===== src/rtl/sbc_pkg.sv =====
package sbc_pkg;

  typedef enum logic {
    SBC_IDLE = 1'b0,
    SBC_RUN  = 1'b1
  } sbc_state_e;

  function automatic int sbc_sum_width(input int aw, input int g);
    return aw + 1 + $clog2(g);
  endfunction

endpackage


===== src/rtl/sbc_msb_pick.sv =====
module sbc_msb_pick #(
  parameter int W = 7,
  localparam int SW = (W > 1) ? $clog2(W) : 1
) (
  input  logic [W-1:0]  mask,
  output logic [SW-1:0] pos,
  output logic          any
);

  // Scan upward; the highest set bit overwrites the lower ones.
  always_comb begin
    pos = '0;
    for (int i = 0; i < W; i++) begin
      if (mask[i]) pos = SW'(i);
    end
  end

  assign any = |mask;

endmodule


===== src/rtl/sbc_col_tree.sv =====
module sbc_col_tree #(
  parameter int G  = 8,
  parameter int AW = 8,
  localparam int SUMW = AW + 1 + $clog2(G)
) (
  input  logic [G*AW-1:0]        act_flat,
  input  logic [G-1:0]           sgn,
  input  logic [G-1:0]           col,
  output logic signed [SUMW-1:0] sum
);

  localparam int LV = $clog2(G);
  localparam int NP = 1 << LV;

  // Heap-ordered tree: leaves at NP..2*NP-1, root at 1.
  logic signed [SUMW-1:0] node [1:2*NP-1];

  for (genvar l = 0; l < NP; l++) begin : g_leaf
    if (l < G) begin : g_live
      logic signed [AW-1:0]   a;
      logic signed [SUMW-1:0] ext;
      assign a   = act_flat[l*AW +: AW];
      assign ext = SUMW'(a);
      assign node[NP+l] = col[l] ? (sgn[l] ? -ext : ext) : '0;
    end else begin : g_pad
      assign node[NP+l] = '0;
    end
  end

  for (genvar n = 1; n < NP; n++) begin : g_add
    assign node[n] = node[2*n] + node[2*n+1];
  end

  assign sum = node[1];

endmodule


===== src/rtl/sbc_seq.sv =====
module sbc_seq
  import sbc_pkg::*;
#(
  parameter int MB = 7,
  localparam int SW = (MB > 1) ? $clog2(MB) : 1
) (
  input  logic          clk,
  input  logic          rst_n,
  input  logic          start,
  input  logic [MB-1:0] idx,
  input  logic          col_valid,
  output logic          col_ready,
  output logic          fire,
  output logic          last,
  output logic [SW-1:0] shift,
  output logic          go,
  output logic          go_empty,
  output logic          done
);

  sbc_state_e    st;
  logic [MB-1:0] rem_q;
  logic [MB-1:0] bit_sel;
  logic          any;
  logic          done_q;

  sbc_msb_pick #(.W(MB)) u_pick (
    .mask (rem_q),
    .pos  (shift),
    .any  (any)
  );

  assign bit_sel   = MB'(1) << shift;
  assign last      = ((rem_q & ~bit_sel) == '0);
  assign col_ready = (st == SBC_RUN) && any;
  assign fire      = col_valid && col_ready;
  assign go        = start && (st == SBC_IDLE);
  assign go_empty  = go && (idx == '0);
  assign done      = done_q;

  always_ff @(posedge clk or negedge rst_n) begin
    if (!rst_n) begin
      st     <= SBC_IDLE;
      rem_q  <= '0;
      done_q <= 1'b0;
    end else begin
      done_q <= go_empty || (fire && last);
      if (go) begin
        rem_q <= idx;
        st    <= (idx == '0) ? SBC_IDLE : SBC_RUN;
      end else if (fire) begin
        rem_q <= rem_q & ~bit_sel;
        if (last) st <= SBC_IDLE;
      end
    end
  end

  // columns are served strictly downward in significance
  a_r5_descending: assert property (@(posedge clk) disable iff (!rst_n)
    (fire && !last) |=> (col_ready && (shift < $past(shift))));

  // the stream closes right after the final present column
  a_r4_stop_after_last: assert property (@(posedge clk) disable iff (!rst_n)
    (fire && last) |=> (!col_ready && done));

  // an empty index finishes at once without opening the stream
  a_r3_empty_done: assert property (@(posedge clk) disable iff (!rst_n)
    go_empty |=> (done && !col_ready));

endmodule


===== src/rtl/sbc_group_engine.sv =====
module sbc_group_engine #(
  parameter int G    = 8,
  parameter int AW   = 8,
  parameter int MB   = 7,
  parameter int ACCW = 24
) (
  input  logic                   clk,
  input  logic                   rst_n,
  input  logic                   start,
  input  logic [MB-1:0]          idx,
  input  logic [G-1:0]           sgn,
  input  logic [G*AW-1:0]        act,
  input  logic                   col_valid,
  output logic                   col_ready,
  input  logic [G-1:0]           col_bits,
  output logic signed [ACCW-1:0] result,
  output logic                   done
);

  localparam int SW   = (MB > 1) ? $clog2(MB) : 1;
  localparam int SUMW = sbc_pkg::sbc_sum_width(AW, G);

  logic [G-1:0]           sgn_q;
  logic [G*AW-1:0]        act_q;
  logic signed [ACCW-1:0] acc_q;
  logic signed [ACCW-1:0] acc_next;
  logic signed [ACCW-1:0] res_q;
  logic signed [SUMW-1:0] col_sum;
  logic [SW-1:0]          shift;
  logic                   fire;
  logic                   last;
  logic                   go;
  logic                   go_empty;

  sbc_seq #(.MB(MB)) u_seq (
    .clk       (clk),
    .rst_n     (rst_n),
    .start     (start),
    .idx       (idx),
    .col_valid (col_valid),
    .col_ready (col_ready),
    .fire      (fire),
    .last      (last),
    .shift     (shift),
    .go        (go),
    .go_empty  (go_empty),
    .done      (done)
  );

  sbc_col_tree #(.G(G), .AW(AW)) u_tree (
    .act_flat (act_q),
    .sgn      (sgn_q),
    .col      (col_bits),
    .sum      (col_sum)
  );

  // One shared shift per column sum, then one accumulate.
  assign acc_next = acc_q + (ACCW'(col_sum) <<< shift);

  always_ff @(posedge clk or negedge rst_n) begin
    if (!rst_n) begin
      sgn_q <= '0;
      act_q <= '0;
      acc_q <= '0;
      res_q <= '0;
    end else if (go) begin
      sgn_q <= sgn;
      act_q <= act;
      acc_q <= '0;
      if (go_empty) res_q <= '0;
    end else if (fire) begin
      acc_q <= acc_next;
      if (last) res_q <= acc_next;
    end
  end

  assign result = res_q;

  // a stalled stream leaves the running sum alone
  a_r7_hold_no_beat: assert property (@(posedge clk) disable iff (!rst_n)
    (col_ready && !col_valid) |=> $stable(acc_q));

  // start during a running group does not reload operands
  a_r8_ignore_busy_start: assert property (@(posedge clk) disable iff (!rst_n)
    (col_ready && start) |=> ($stable(sgn_q) && $stable(act_q)));

  // the visible result moves only together with done
  a_r9_result_hold: assert property (@(posedge clk) disable iff (!rst_n)
    !$stable(res_q) |-> done);

endmodule


===== config.mk =====
export PLATFORM = sky130hd
export DESIGN_NAME = sbc_group_engine
export DESIGN_NICKNAME = d
export VERILOG_FILES = /design/src/rtl/sbc_pkg.sv /design/src/rtl/sbc_msb_pick.sv /design/src/rtl/sbc_col_tree.sv /design/src/rtl/sbc_seq.sv /design/src/rtl/sbc_group_engine.sv
export SDC_FILE = /design/constraint.sdc
export NUM_CORES = 1
export LEC_CHECK = 0
export ABC_AREA = 1
export ABC_CLOCK_PERIOD_IN_PS = 8000
export BUFFER_PORTS_ARGS = -buffer_cell sky130_fd_sc_hd__buf_4
export CORE_ASPECT_RATIO = 1.4
export CORE_MARGIN = 8
export CORE_UTILIZATION = 35
export CTS_CLUSTER_DIAMETER = 200
export DETAILED_ROUTE_END_ITERATION = 7
export HOLD_SLACK_MARGIN = 0.1
export PLACE_DENSITY = 0.53
export SLEW_MARGIN = 10
export SYNTH_ARGS = -nofsm -noshare
export SYNTH_HDL_FRONTEND = slang
export SYNTH_SLANG_ARGS = --single-unit

===== constraint.sdc =====
create_clock -name clk -period 8 [get_ports clk]
set_input_delay 1.2 -clock clk [delete_from_list [all_inputs] [get_ports clk]]
set_output_delay 1.2 -clock clk [all_outputs]
set_load 0.005 [all_outputs]

==> results of run 1 <==
[what timing repair did]
| action | 4_1_cts | 5_1_grt |
|---|---|---|
| gates resized for setup | 0 | 19 |
| setup endpoints to repair | 0 | 17 |
| buffers inserted | 0 | 4 |
[sequential cells by signal, indices dropped and copies added (netlist names)]
signal and cells:
u_seq.done 1, acc_q 24, sgn_q 8, result 24, u_seq.rem_q 7, u_seq.st 1, act_q 64
[layer usage]
metal | GRT usage, % | vias up | routed length (um)
li1 | - | 4792 | -
met5 | 0 | - | 0
met3 | 2.86 | 54 | 882
met2 | 35.7 | 155 | 17600
met4 | 9.10 | 0 | 1220
met1 | 17.6 | 4392 | 11400
[cell usage in the layout, fill, tap and decap left out, drive strengths merged, types with 40 or more instances in the layout]
master	synthesis	routed
nand3	58	58
dfrtp	129	129
fa	64	64
nand2	376	376
ha	46	46
buf	14	135
o21ai	188	188
nor2	65	65
a21oi	105	105
nor3	40	40
inv	224	225
[stage by stage]
step | utilization, % | std cells
2_1_floorplan | - | 1411
3_3_place_gp | 40.0 | 1883
3_5_place_dp | 40.0 | 1883
4_1_cts | 42.2 | 1915
5_1_grt | 42.5 | 1919
6_report | 42.5 | 1919
[worst max path at each step]
stage / startpoint / to / cells past startpoint
after CTS: col_bits[3] / acc_q[21] / 34
after detailed placement: col_bits[3] / acc_q[21] / 34
final: col_bits[2] / acc_q[20] / 34
after global placement: col_bits[3] / acc_q[21] / 34
after global routing: act_q[56] / acc_q[20] / 41
after floorplan: col_bits[7] / acc_q[21] / 34
[worst register-to-register path: cells and delay by family (launching register included)]
kind	cells	cell delay (ns)
AND/OR/NAND/NOR	11	1.25
flip-flops	1	0.40
buffers and inverters	3	0.21
XOR/XNOR	1	0.09
AO/OA/AOI/OAI	13	2.48
adder cells (fa/ha/maj)	6	2.79
[area by class of cell]
| class | instances | area [um2] |
|---|---|---|
| clock inverters | 13 | 184 |
| well taps | 380 | 475 |
| repair buffers | 135 | 1020 |
| multi-input cells | 1016 | 6180 |
| clock buffers | 19 | 453 |
| fillers | 3103 | 16800 |
| inverters | 227 | 861 |
| flip-flops and latches | 129 | 3230 |
[logic make-up (layout without fill, tap and decap cells)]
| logic type | Yosys count | after routing | share of synthesized area [%] |
|---|---|---|---|
| simple gates | 562 | 562 | 22.6 |
| compound gates | 327 | 327 | 17.0 |
| buf+inv | 266 | 394 | 9.88 |
| flops | 129 | 129 | 31.2 |
| fa+ha+maj | 110 | 110 | 17.9 |
| xor+xnor | 12 | 12 | 1.01 |
| mux | 5 | 5 | 0.483 |
==> out/results.tsv, run 1 <==
stage	metric	value	unit
status	outcome	completed	
cells_and_area	final_area	12400	um2
timing	period_needed	7.41	ns
yosys	yosys.cell_count.top_type	nand2_1	
worst_setup_path	crit_fanout	5	
cells_and_area	drive_gt1_share	12.9	%
yosys	ys_async_sr_fraction	100	%
placement	pre_cts_ws	-0.282	ns
worst_setup_path	crit_buf_inv	5	
worst_setup_path	cp_slowest_cell	fa_1	
drt	num_vias	9393	
worst_setup_path	critPathCaptureType	flop	
floorplan	die_area	35400	um2
drt	drt-total-wl	31100	um
yosys	syn-num-nets	1612	
hold_path	min_path_type	flop to flop	
floorplan	num_io_pins	117	
placement	dp_hpwl	25100	um
floorplan	start_util	35.5	%
timing	post-route-period-util	92.6	%
grt	grt_overflow	0	
timing	max_freq	135	MHz
yosys	ys_seq_area_share	31.2	%
clocking	clk_pin_slew	0.06	ns
timing	worst_slack	0.589	ns
yosys	yosys.cell_types.count	47	
yosys	netlist_area	10400	um2
clocking	cts_buffer_depth	2	
timing	hold_violations	0	
cells_and_area	nNetsFinal	1727	
clocking	cts_sinks	129	
timing	hold_ws	0.478	ns
timing	setup_viol	0	
grt	grt_pass1_wl	50200	um
floorplan	die_w	161	um
yosys	yosysWarnings	0	
timing	grt_setup_unrepaired	no	
timing	slew_headroom	28.9	%
clocking	cts_tree	yes	
drt	dr.pass1.iters	4	
yosys	syn_inst	1411	
hold_path	hold_depth	2	
worst_setup_path	slowest_delay	0.54	ns
yosys	avgSynthCellArea	7.34	um2
worst_setup_path	critPathRequiredTime	8.34	ns
yosys	synth_flop_cell	dfrtp_1	
drt	vias_per_cell	4.89	
placement	port_buffers	116	
worst_setup_path	cp_top_family	adder cells	
worst_setup_path	crit_path_frequent_cell	fa_1	
worst_setup_path	r2r_slack	0.68	ns
worst_setup_path	reg2reg_from	act_q[50]	
timing	max_slew.worst_pin.slew	1.06	ns
cells_and_area	syn_to_final_growth	19.6	%
yosys	synth_top_cell_by_area	dfrtp_1	
worst_setup_path	r2r_end	acc_q[20]	
drt	drt-initial-drc-count	336	
drt	drc_errors	0	
grt	grt_pass1_vias	9929	
worst_setup_path	worst_setup_path_start_kind	input pin	
timing	final.setup_skew	0.00868	ns
hold_path	min-delay-start	result[16]	
yosys	ys_ff_latch	129	
clocking	clk_latency	0.44	ns
drt	wl_per_cell	16.2	um
worst_setup_path	r2r_cells	34	
clocking	hold_buffers	0	
worst_setup_path	worstSetupPathType	input pin to flop	
yosys	synthTopCellsByArea	dfrtp_1, nand2_1, fa_1	
grt	antenna_found_initial	0	
hold_path	hold_end	result[16]	
placement	dpl_cell_area	11700	um2
yosys	synth_common_cells	nand2_1, inv_1, o21ai_0	
cells_and_area	antenna_cells	0	
flow_run	max_cap_viol_count	0	
clocking	cts_root_buf	clkbuf_16	
worst_setup_path	crit_arrival	7.75	ns
floorplan	fp.dieH	220	um
timing	slew_viol_final	0	
drt	drtAntennaViolNets	0	
floorplan	rows	74	
grt	track_usage	18.0	%
yosys	synth_top_area_share	31.2	%
yosys	synth_edf_count	0	
timing	setup_tns	0	ns
clocking	cts_buffers	17	
placement	gp_congestion	0.894	
floorplan	core	29200	um2
grt	grt_max_degree	91	
clocking	htree_levels	4	
Power of run 1 is not shown: default switching activity piles up to over one toggle a cycle in this logic, so the estimate is an artifact.
==> inputs of run 2 (changes only) <==
- CORE_MARGIN: 8 -> 4
- CTS_BUF_LIST: default -> sky130_fd_sc_hd__clkbuf_4 sky130_fd_sc_hd__clkbuf_8
==> run 2 against run 1 <==
  * Routed wire length down 1.8%
  * First-iteration DRC count up 60%
  * Worst hold slack better by 0.0053 ns
  * Critical path depth down 1
  * Global-route usage increased by 1.1 points
  * Via count decreased by 0.36%
  * Setup slack lost 0.097 ns
  * Critical endpoint is now acc_q[21]
  * Clock-buffer cell count rose by 4
==> out/results.tsv, run 2 (synthesis gave the netlist of run 1 again) <==
stage	metric	value	unit
status	outcome	completed	
timing	max_freq	133	MHz
drt	drc_errors	0	
clocking	cts_buffer_depth	2	
timing	worst_slack	0.491	ns
drt	drt-total-wl	30500	um
cells_and_area	final_cell_mix	nand2_1, inv_1, o21ai_0, buf_4, dfrtp_1	
worst_setup_path	worst_setup_path_start_kind	input pin	
cells_and_area	syn_to_final_growth	17.5	%
timing	setup_tns	0	ns
drt	drt-initial-drc-count	536	
clocking	htree_levels	4	
drt	num_vias	9359	
timing	slew_viol_final	0	
timing	final.setup_skew	0.0134	ns
worst_setup_path	critPathRequiredTime	8.36	ns
grt	grt_overflow	0	
hold_path	min_path_type	flop to flop	
grt	grt_pass1_vias	9538	
grt	antenna_found_initial	0	
worst_setup_path	crit_fanout	5	
cells_and_area	final_cells	1917	
floorplan	core	29200	um2
cells_and_area	layout_commonest_cell	nand2_1	
placement	pre_cts_ws	-0.300	ns
worst_setup_path	slowest_delay	0.56	ns
timing	period_needed	7.51	ns
drt	met2_length	17000	um
cells_and_area	nNetsFinal	1725	
timing	max_slew.worst_pin.slew	1.05	ns
cells_and_area	largest_register	act_q	
clocking	clk_latency	0.46	ns
flow_run	max_cap_viol_count	0	
worst_setup_path	worstSetupPathType	input pin to flop	
worst_setup_path	crit_arrival	7.87	ns
drt	drt-met1-wl	11300	um
clocking	hold_buffers	0	
placement	dp_cells	1882	
floorplan	rows	74	
cells_and_area	drive_gt1_share	12.6	%
timing	post-route-period-util	93.9	%
floorplan	num_io_pins	117	
cells_and_area	antenna_cells	0	
cells_and_area	largest_reg_flops	64	
grt	track_usage	19.1	%
floorplan	fp.dieH	212	um
timing	hold_violations	0	
drt	drtAntennaViolNets	0	
timing	slew_headroom	29.2	%
floorplan	die_area	32500	um2
floorplan	die_w	153	um
placement	port_buffers	116	
drt	vias_per_cell	4.88	
floorplan	start_util	35.5	%
drt	dr.pass1.iters	5	
clocking	clk_pin_slew	0.08	ns
worst_setup_path	critPathCaptureType	flop	
drt	wl_met3	834	um
placement	dp_hpwl	24500	um
placement	gp_congestion	0.902	
clocking	cts_buffers	17	
clocking	cts_root_buf	clkbuf_8	
clocking	cts_tree	yes	
clocking	cts_sinks	129	
drt	wl_per_cell	15.9	um
drt	top_layer_used	met4	
grt	grt_max_degree	96	
grt	grt_pass1_wl	48600	um
timing	setup_viol	0	
worst_setup_path	cp_slowest_cell	fa_1	
cells_and_area	final_util	41.7	%
run 2: worst paths after layout:
kind,start,end,slack [ns],cells past startpoint
worst max-delay path,col_bits[2],acc_q[21],0.49,33
worst min-delay path,result[13],result[13],0.48,2
worst max register to register,sgn_q[7],acc_q[21],0.60,34
worst min register to register,result[13],result[13],0.48,2
max in group asynchronous,rst_n,act_q[63],6.09,2
min in group asynchronous,rst_n,u_seq.st,0.76,1
run 2: layout make-up:
cell class / count / area, um2
Tap cell: 380 / 475
Sequential cell: 129 / 3230
Multi-Input combinational cell: 1016 / 6180
Fill cell: 3113 / 17000
Clock inverter: 9 / 130
Timing Repair Buffer: 133 / 1000
Inverter: 227 / 861
Clock buffer: 23 / 298
run 2: metal layers:
metal,global-route usage (%),up-vias
li1,-,4787
met5,0,-
met1,19.9,4338
met4,9.51,0
met3,3.07,66
met2,36.9,168
run 2: metrics by stage:
| step | hold slack (ns) | cell area (um2) |
|---|---|---|
| after CTS | 0.489 | 12100 |
| after floorplan | 0.448 | 10400 |
| after global routing | 0.496 | 12200 |
| after detailed placement | 0.467 | 11700 |
| final | 0.484 | 12200 |
| after global placement | 0.464 | 11700 |
run 2: timing repair:
action	in CTS	in global routing
resized for setup	0	19
setup buffers	0	3
endpoints found under the setup margin	0	24
run 2: worst max-delay path: cells and delay by family:
family | cells | cell delay (ns)
AND/OR/NAND/NOR | 12 | 1.45
XOR/XNOR | 1 | 0.09
buffers and inverters | 4 | 0.30
AO/OA/AOI/OAI | 9 | 1.80
adder cells (fa/ha/maj) | 6 | 2.85
multiplexers | 1 | 0.16
Power of run 2 is left out for the same reason.
==> inputs of run 3 (changes only) <==
- ABC_AREA: 1 -> default
==> run 3 against run 2 <==
  * Final cell count down 8.1%
  * Die area up 0.21%
  * Setup slack worse by 0.032 ns
  * Worst hold slack worse by 0.0066 ns
  * Largest cell class unchanged
==> out/results.tsv, run 3 <==
stage	metric	value	unit
grt	antenna_found_initial	0	
drt	drtAntennaViolNets	0	
placement	dp_hpwl	22500	um
cells_and_area	final_area	12500	um2
timing	max_freq	133	MHz
floorplan	rows	74	
cells_and_area	layout_commonest_cell	nand2_1	
grt	grt_pass1_wl	46400	um
drt	wl_met3	796	um
grt	track_usage	18.0	%
clocking	htree_levels	4	
worst_setup_path	worst_setup_path_start_kind	flop	
yosys	ys_ff_latch	129	
cells_and_area	regArea	3230	um2
placement	dpl_cell_area	11900	um2
hold_path	min_path_type	flop to flop	
yosys	yosysWarnings	0	
cells_and_area	antenna_cells	0	
clocking	clk_latency	0.47	ns
worst_setup_path	reg2reg_from	act_q[24]	
timing	slew_headroom	30.2	%
cells_and_area	largest_register	act_q	
clocking	clk_pin_slew	0.09	ns
yosys	synth_top_area_share	31.1	%
yosys	synth_top_cell_by_area	dfrtp_1	
yosys	synthTopCellsByArea	dfrtp_1, fa_1, nand2_1	
drt	drt-total-wl	28400	um
cells_and_area	final_cell_mix	nand2_1, buf_4, dfrtp_1, inv_1, xnor2_1	
timing	setup_viol	0	
yosys	yosys.cell_types.count	57	
floorplan	start_util	35.5	%
status	outcome	completed	
hold_path	hold_depth	2	
yosys	netlist_area	10400	um2
worst_setup_path	critPathCaptureType	flop	
clocking	cts_tree	yes	
clocking	cts_sinks	129	
cells_and_area	drive_gt1_share	18.3	%
drt	top_layer_used	met4	
floorplan	core	29300	um2
worst_setup_path	r2r_end	acc_q[23]	
timing	hold_ws	0.477	ns
cells_and_area	final_util	42.6	%
drt	drt-met1-wl	11200	um
drt	wl_per_cell	16.1	um
worst_setup_path	worstSetupPathType	flop to flop	
yosys	synth_edf_count	0	
placement	port_buffers	116	
floorplan	num_io_pins	117	
yosys	yosys.cell_count.top_type	nand2_1	
timing	post-route-period-util	94.3	%
clocking	cts_buffers	17	
drt	drt-initial-drc-count	342	
yosys	synth_flop_cell	dfrtp_1	
worst_setup_path	critPathRequiredTime	8.39	ns
grt	grt_overflow	0	
drt	met2_length	15800	um
flow_run	max_cap_viol_count	0	
drt	drc_errors	0	
placement	dp_cells	1717	
cells_and_area	largest_reg_flops	64	
drt	num_vias	8567	
yosys	ys_seq_area_share	31.1	%
floorplan	fp.dieH	212	um
yosys	ys_async_sr_fraction	100	%
yosys	synth_common_cells	nand2_1, dfrtp_1, inv_1	
cells_and_area	multi_input_area	6670	um2
worst_setup_path	slowest_delay	0.57	ns
timing	hold_violations	0	
hold_path	min-delay-start	result[6]	
timing	final.setup_skew	0.0235	ns
clocking	cts_buffer_depth	2	
cells_and_area	final_cells	1762	
worst_setup_path	cp_slowest_cell	fa_1	
grt	grt_max_degree	82	
worst_setup_path	r2r_cells	34	
drt	vias_per_cell	4.86	
yosys	syn_inst	1231	
yosys	syn-num-nets	1432	
cells_and_area	nFillCells	3056	
timing	period_needed	7.54	ns
timing	slew_viol_final	0	
grt	grt_pass1_vias	8971	
cells_and_area	nNetsFinal	1571	
worst_setup_path	crit_arrival	7.93	ns
floorplan	die_area	32500	um2
timing	max_slew.worst_pin.slew	1.05	ns
floorplan	die_w	154	um
hold_path	hold_end	result[6]	
placement	gp_congestion	0.923	
drt	dr.pass1.iters	4	
yosys	avgSynthCellArea	8.43	um2
worst_setup_path	crit_fanout	4	
worst_setup_path	r2r_slack	0.46	ns
clocking	cts_root_buf	clkbuf_8	
cells_and_area	syn_to_final_growth	19.9	%
[run 3: changes by cell type after synthesis, sizes merged, moves of 15 or more]
| cell | before | now |
|---|---|---|
| and2 | 0 | 33 |
| nor3 | 40 | 25 |
| nand2 | 376 | 328 |
| nor2 | 65 | 46 |
| nand3 | 58 | 13 |
| a21oi | 105 | 46 |
| o21ai | 188 | 72 |
| nor2b | 0 | 21 |
| xnor2 | 2 | 70 |
| clkbuf | 25 | 48 |
| inv | 224 | 103 |
| a22o | 1 | 16 |
[run 3: final cells by class]
| cell class | count | area share, % |
|---|---|---|
| clock buffers | 19 | 2.05 |
| inverters | 103 | 3.11 |
| flip-flops and latches | 129 | 25.9 |
| multi-input cells | 944 | 53.6 |
| repair buffers | 175 | 10.6 |
| clock inverters | 12 | 0.894 |
| well taps | 380 | 3.82 |
[run 3: per-layer routing]
layer / GRT usage, % / up-vias
met1: 20.1 / 4101
met2: 35.3 / 135
met4: 5.00 / 0
met3: 2.47 / 29
met5: 0 / -
li1: - / 4302
[run 3: worst max-delay path, delay by kind of cell (launching register included)]
family          cells  cell delay (ns)
flops               1             0.40
simple gates        5             0.89
mux                 1             0.20
xor+xnor            3             0.47
compound gates     14             2.11
fa+ha+maj           8             3.20
buf+inv             3             0.18
[run 3: worst max-delay path by stage]
stage	startpoint	endpoint	depth (start not counted)
after detailed placement	col_bits[7]	acc_q[23]	31
after global placement	col_bits[7]	acc_q[23]	31
after floorplan	col_bits[6]	acc_q[23]	31
after global routing	act_q[24]	acc_q[23]	34
final	act_q[24]	acc_q[23]	34
after CTS	act_q[24]	acc_q[23]	34
[run 3: what timing repair did]
action,4_1_cts,5_1_grt
buffers inserted,0,14
resized for setup,0,28
endpoints found under the setup margin,0,16
hold buffers,0,0
[run 3: kinds of logic (layout without fill, tap and decap cells)]
family / Yosys count / after routing / synth area share, %
simple gates: 500 / 500 / 21.1
xor+xnor: 84 / 84 / 7.81
mux: 22 / 22 / 2.16
buf+inv: 158 / 309 / 5.75
compound gates: 226 / 226 / 14.0
fa+ha+maj: 112 / 112 / 18.1
flops: 129 / 129 / 31.1
[run 3: stage by stage]
step | setup WS (ns) | setup TNS [ns]
after floorplan | 0.00766 | 0
after global placement | -0.0703 | -0.0703
after detailed placement | -0.121 | -0.323
after CTS | 0.182 | 0
after global routing | -0.0713 | -0.0713
final | 0.459 | 0
Power of run 3 is left out for the same reason.
